`src/rtl/rom_patch_matcher.sv`:
```
module rom_patch_matcher #(
  parameter int ADDR_W = 24,
  parameter int LO_W   = 16
) (
  input  logic              clk,
  input  logic              rst_n,
  input  logic              bus_wr,
  input  logic [1:0]        bus_mode,
  input  logic [1:0]        bus_addr,
  input  logic [LO_W-1:0]   bus_wdata,
  output logic [LO_W-1:0]   bus_rdata,
  input  logic              fetch_valid,
  input  logic [ADDR_W-1:0] fetch_addr,
  output logic              patch_req,
  output logic [1:0]        patch_ch
);
  // Channel count is fixed by the control layout: 2-bit select, 4 enables.
  localparam int NUM_CH = 4;
  localparam int HI_W   = ADDR_W - LO_W;

  logic [1:0]                     sel_q;
  logic [NUM_CH-1:0]              en_q;
  logic [HI_W-1:0]                hi_q;
  logic [NUM_CH-1:0][ADDR_W-1:0]  ptr_q;

  logic [7:0]        ctrl_rd;
  logic [7:0]        ctrl_nx;
  logic [7:0]        bit_mask;
  logic [NUM_CH-1:0] hit;
  logic              any_hit;
  logic [1:0]        hit_ch;

  assign ctrl_rd  = {en_q, 2'b00, sel_q};
  assign bit_mask = 8'(1) << bus_wdata[2:0];

  always_comb begin
    ctrl_nx = ctrl_rd;
    if (bus_mode == 2'd0)      ctrl_nx = bus_wdata[7:0];
    else if (bus_mode == 2'd1) ctrl_nx = ctrl_rd | bit_mask;
    else if (bus_mode == 2'd2) ctrl_nx = ctrl_rd & ~bit_mask;
  end

  always_ff @(posedge clk) begin
    if (!rst_n) begin
      sel_q <= '0;
      en_q  <= '0;
      hi_q  <= '0;
      ptr_q <= '0;
    end else if (bus_wr) begin
      if (bus_addr == 2'd0) begin
        sel_q <= ctrl_nx[1:0];
        en_q  <= ctrl_nx[7:4];
      end
      if (bus_addr == 2'd1 && bus_mode == 2'd0)
        hi_q <= bus_wdata[HI_W-1:0];
      if (bus_addr == 2'd2 && bus_mode == 2'd0)
        ptr_q[sel_q] <= {hi_q, bus_wdata};
    end
  end

  always_comb begin
    case (bus_addr)
      2'd0:    bus_rdata = {{(LO_W-8){1'b0}}, ctrl_rd};
      2'd1:    bus_rdata = {{(LO_W-HI_W){1'b0}}, hi_q};
      2'd2:    bus_rdata = ptr_q[sel_q][LO_W-1:0];
      default: bus_rdata = {{(LO_W-HI_W){1'b0}}, ptr_q[sel_q][ADDR_W-1:LO_W]};
    endcase
  end

  genvar g;
  generate
    for (g = 0; g < NUM_CH; g++) begin : g_cmp
      assign hit[g] = en_q[g] && (ptr_q[g] == fetch_addr);
    end
  endgenerate

  assign any_hit = fetch_valid && (|hit);

  always_comb begin
    hit_ch = '0;
    for (int i = NUM_CH - 1; i >= 0; i--)
      if (hit[i]) hit_ch = 2'(i);
  end

  always_ff @(posedge clk) begin
    if (!rst_n) begin
      patch_req <= 1'b0;
      patch_ch  <= '0;
    end else begin
      patch_req <= any_hit;
      patch_ch  <= any_hit ? hit_ch : 2'd0;
    end
  end

  p_req_needs_fetch_r9: assert property (@(posedge clk) disable iff (!rst_n)
    patch_req |-> $past(fetch_valid));

  p_idle_ch_zero_r7: assert property (@(posedge clk) disable iff (!rst_n)
    !patch_req |-> patch_ch == 2'd0);

  p_enabled_only_r6: assert property (@(posedge clk) disable iff (!rst_n)
    patch_req |-> |($past(en_q) & (4'b0001 << patch_ch)));

  p_stage_no_load_r5: assert property (@(posedge clk) disable iff (!rst_n)
    (bus_wr && bus_addr == 2'd1) |=> $stable(ptr_q));

  p_rsv_zero_r2: assert property (@(posedge clk) disable iff (!rst_n)
    (bus_addr == 2'd0) |-> bus_rdata[3:2] == 2'b00);
endmodule

```
`config.mk`:
```
export PLATFORM = sky130hd
export DESIGN_NAME = rom_patch_matcher
export DESIGN_NICKNAME = d
export VERILOG_FILES = /design/src/rtl/rom_patch_matcher.sv
export SDC_FILE = /design/constraint.sdc
export NUM_CORES = 1
export LEC_CHECK = 0
export CORE_MARGIN = 4
export CORE_UTILIZATION = 59
export CTS_BUF_LIST = sky130_fd_sc_hd__clkbuf_2
export CTS_CLUSTER_DIAMETER = 40
export DETAILED_ROUTE_END_ITERATION = 8
export DONT_BUFFER_PORTS = 1
export GPL_ROUTABILITY_DRIVEN = 0
export GPL_TIMING_DRIVEN = 0
export PLACE_DENSITY = 0.75
export SYNTH_ARGS = -nofsm -noshare
export SYNTH_HDL_FRONTEND = slang
export SYNTH_SLANG_ARGS = --single-unit
```
`constraint.sdc`:
```
create_clock -name clk -period 2.6 [get_ports clk]
set_input_delay 0.26 -clock clk [delete_from_list [all_inputs] [get_ports clk]]
set_output_delay 0.26 -clock clk [all_outputs]
set_load 0.01 [all_outputs]
```
==> flow_summary.yaml <==
final_layout:
  final_layout_size_suffix_gt1_frac: 0.1432
  design.final.nets: 771
  diodes: 0
  post-route-util: 0.7056
  syn2layout_area_growth_pct: 14.45
  num-fill-cells: 736
synth:
  post_synthesis_cell_type_count: 41
  synth.yosys.seq_area_share: 0.3686
  synth_area_per_cell_um2: 9.215
  ys.warnings.count: 0
  mappedNetlistArea_um2: 6137
  synthesized_net_count: 714
  synth.largest_area_cell: "dfxtp_1"
  synthMostInstantiatedCell: "dfxtp_1"
  synth.top_cells.by_count: "113 x dfxtp_1, 108 x nand2_1, 72 x xnor2_1"
  yosys-top-cells-area: "dfxtp_1 37%, mux4_2 11%, xnor2_1 10%"
  post_synth_edffs: 0
  synth_cells: 666
  synth_flop_cell: "dfxtp_1"
  async_flop_share: 0
  yosysTopAreaCellShare: 0.3686
  postSynthRegisterBits: 113
clock_network:
  cts_max_path_buffers: 2
  clkLatencyLatePin_ns: 0.72
  clockRootBuffer: "clkbuf_2"
  tritoncts: "done"
  clock_sinks: 113
  cts-buffers-inserted: 17
  worst_setup_hold_path_clk_slew_ns: 0.17
  cts_htree_levels: 4
global_route:
  grt_start_max_net_pins: 17
  vias_in_the_first_global_route: 5421
  antenna_found_initial: 1
  grt_overflow: 0
  grt.total_usage: 0.3530
  grt_first_pass_wirelength_mm: 30.99
pwr:
  swShare: 0.2776
  power_frac_clock: 0.338
  power.net_switching_uw: 874.5
  combinationalPowerShare: 0.107
  power.density_cell_area_nw_per_um2: 448.4
  total_leakage_power_nw: 2.545
  sequentialPowerShare: 0.555
  ir_drop_uv: 393.2
  p_int_mw: 2.275
  design_power_total_mw: 3.150
sta:
  finalMaxSlewViolations: 0
  skew_ns: 0.03511
  timing.final.setup_violations: 8
  final_critical_path_setup_slack_ns: -0.08026
  finalHoldViolCount: 0
  timing.hold.ws_ns: 0.02752
  period_share: 1.031
  final_period_minus_worst_setup_slack_ns: 2.680
  grt_setup_unrepaired: "yes"
  achievable-frequency_mhz: 373.1
  slew_headroom: 0.4419
  worst_pin_slew_ns: 0.8371
worst_setup_path:
  cpMostUsedCell: "mux4_2"
  worstPathRequired_ns: 2.34
  cp_max_fo: 6
  critical-path-top-delay-family: "multiplexers"
  cp.buffers_inverters: 2
  reg2regPathDepth: 6
  setup.worst_path.class: "reg2out"
  timing.critical_path.slowest_cell_delay_ns: 0.55
  worst_path_max_delay_cell: "mux4_2"
  setup.worst_path.end_class: "output pin"
  cp_num_cells: 4
  arrival_ns: 2.42
  crit_chain: "buf_8 -> buf_12 -> mux4_2 -> mux4_2"
  timing.critical_path.from_type: "flip-flop"
drt:
  dr.pass1.iters: 5
  dr_total_vias: 5541
  detail-route-antenna-nets: 0
  drt_wl_total_mm: 20.52
  drc: 0
  drt-vias-per-instance: 6.398
  routedWlPerCell_um: 23.69
  first_iter_violations: 638
hold_path:
  min-delay-path-class: "in2reg"
  min_path_cells: 4
floorplanning:
  floorplan.initialDensity: 0.6165
  die_width_um: 110.0
  floorplan.core_area_um2: 9955
  io-pin-count: 67
  die_outline_area_um2: 12100
  die-height_um: 110.0
  num_rows: 36
status:
  failing_checks: "negative setup slack"
  status: "finished with violations"
run:
  cap_viol_max_count: 0
placement:
  hpwl_mm: 14.32
  buffer_ports.inserted: 0
## worst paths after layout
kind | slack [ns] | to | start
max | -0.08 | bus_rdata[6] | flip-flop
min reg2reg | 0.50 | ptr_q[89]$_SDFFE_PN0P_ | ptr_q[89]$_SDFFE_PN0P_
min | 0.03 | ptr_q[71]$_SDFFE_PN0P_ | bus_wr
max reg2reg | 0.09 | patch_ch[1]$_SDFF_PP0_ | ptr_q[82]$_SDFFE_PN0P_
## per-stage QoR
stage | instances | worst slack, ns | TNS [ns] | cell area [um^2]
final | 866 | -0.08026 | -0.4302 | 7024
after global routing | 866 | -0.1413 | -0.9139 | 7024
after detailed placement | 799 | 0.1275 | 0 | 6304
after global placement | 799 | 0.1688 | 0 | 6304
after floorplan | 666 | 0.5369 | 0 | 6137
after CTS | 865 | -0.07493 | -0.4543 | 6948
## sequential cells by signal, summed over array words and instances, names as in the netlist, named ones only
register	cells
patch_ch	2
ptr_q	96
patch_req	1
hi_q	8
## routing by layer
layer | wire, um | vias to the layer above | track usage
met5 | 12 | - | 0
met4 | 971 | 2 | 0.1674
met3 | 2533 | 101 | 0.1340
met2 | 9500 | 420 | 0.5555
met1 | 7501 | 2605 | 0.4261
li1 | - | 2413 | -
## area by class of cell
class,instances,area [um^2],area share
clock inverter,11,98.84,0.01407
buffer,60,357.8,0.05094
multi-input combinational,492,3659,0.5208
inverter,1,3.754,0.0005344
clock buffer,18,90.09,0.01283
sequential,113,2265,0.3224
tap,133,166.4,0.02369
timing repair buffer,38,384.1,0.05468
## placed cells by master (no fill, tap or decap), types with 2 or more instances in the layout
master / count
nor3_1: 3
o21ai_0: 8
nor4_1: 5
mux2i_1: 56
o221ai_1: 2
a21oi_1: 58
dfxtp_1: 111
xnor2_2: 7
nor4_2: 2
buf_6: 5
a22o_1: 2
clkbuf_2: 18
buf_12: 3
o31ai_1: 2
nand2_1: 108
nand3b_1: 3
buf_2: 8
buf_4: 13
clkinv_2: 4
and3_1: 2
nand2b_1: 2
dfxtp_2: 2
xor2_1: 24
mux4_2: 30
nand4_1: 18
dlygate4sd3_1: 28
clkbuf_1: 37
nor2_1: 61
a211oi_1: 3
nor2b_1: 9
xnor2_1: 65
nand3_1: 6
bufinv_16: 2
clkinv_1: 6
## kinds of logic after synthesis
kind of cell,after synthesis,synth area share
and+or+nand+nor,227,0.1680
xor gates and xnor gates,96,0.1370
muxes,88,0.2051
DFF,113,0.3686
buffers and inverters,61,0.04648
AOI/OAI and AO/OA,81,0.07482
## worst reg2reg max path, delay by kind of cell (launching register included)
family | cells | cell delay [ns]
and+or+nand+nor | 3 | 0.84
buffers and inverters | 1 | 0.58
xor gates and xnor gates | 1 | 0.39
DFF | 1 | 0.37
AOI/OAI and AO/OA | 1 | 0.27
## repair_timing
action | CTS | global route
resized for setup | 26 | 11
endpoints found under the hold margin | 73 | 0
buffers inserted | 7 | 1
cloned | 1 | 0
hold buffers | 29 | 0
pin swaps | 0 | 2
setup endpoints to repair | 16 | 11
## power by group through the flow
stage	Combinational, mW	Clock, mW	Sequential, mW
finish	0.337	1.07	1.75
detailed placement	0.262	0	1.78
global route	0.352	1.13	1.75
global placement	0.260	0	1.78
floorplan	0.189	0	1.78
CTS	0.318	1.06	1.75
Note: power is estimated with default switching activity, not from simulation.
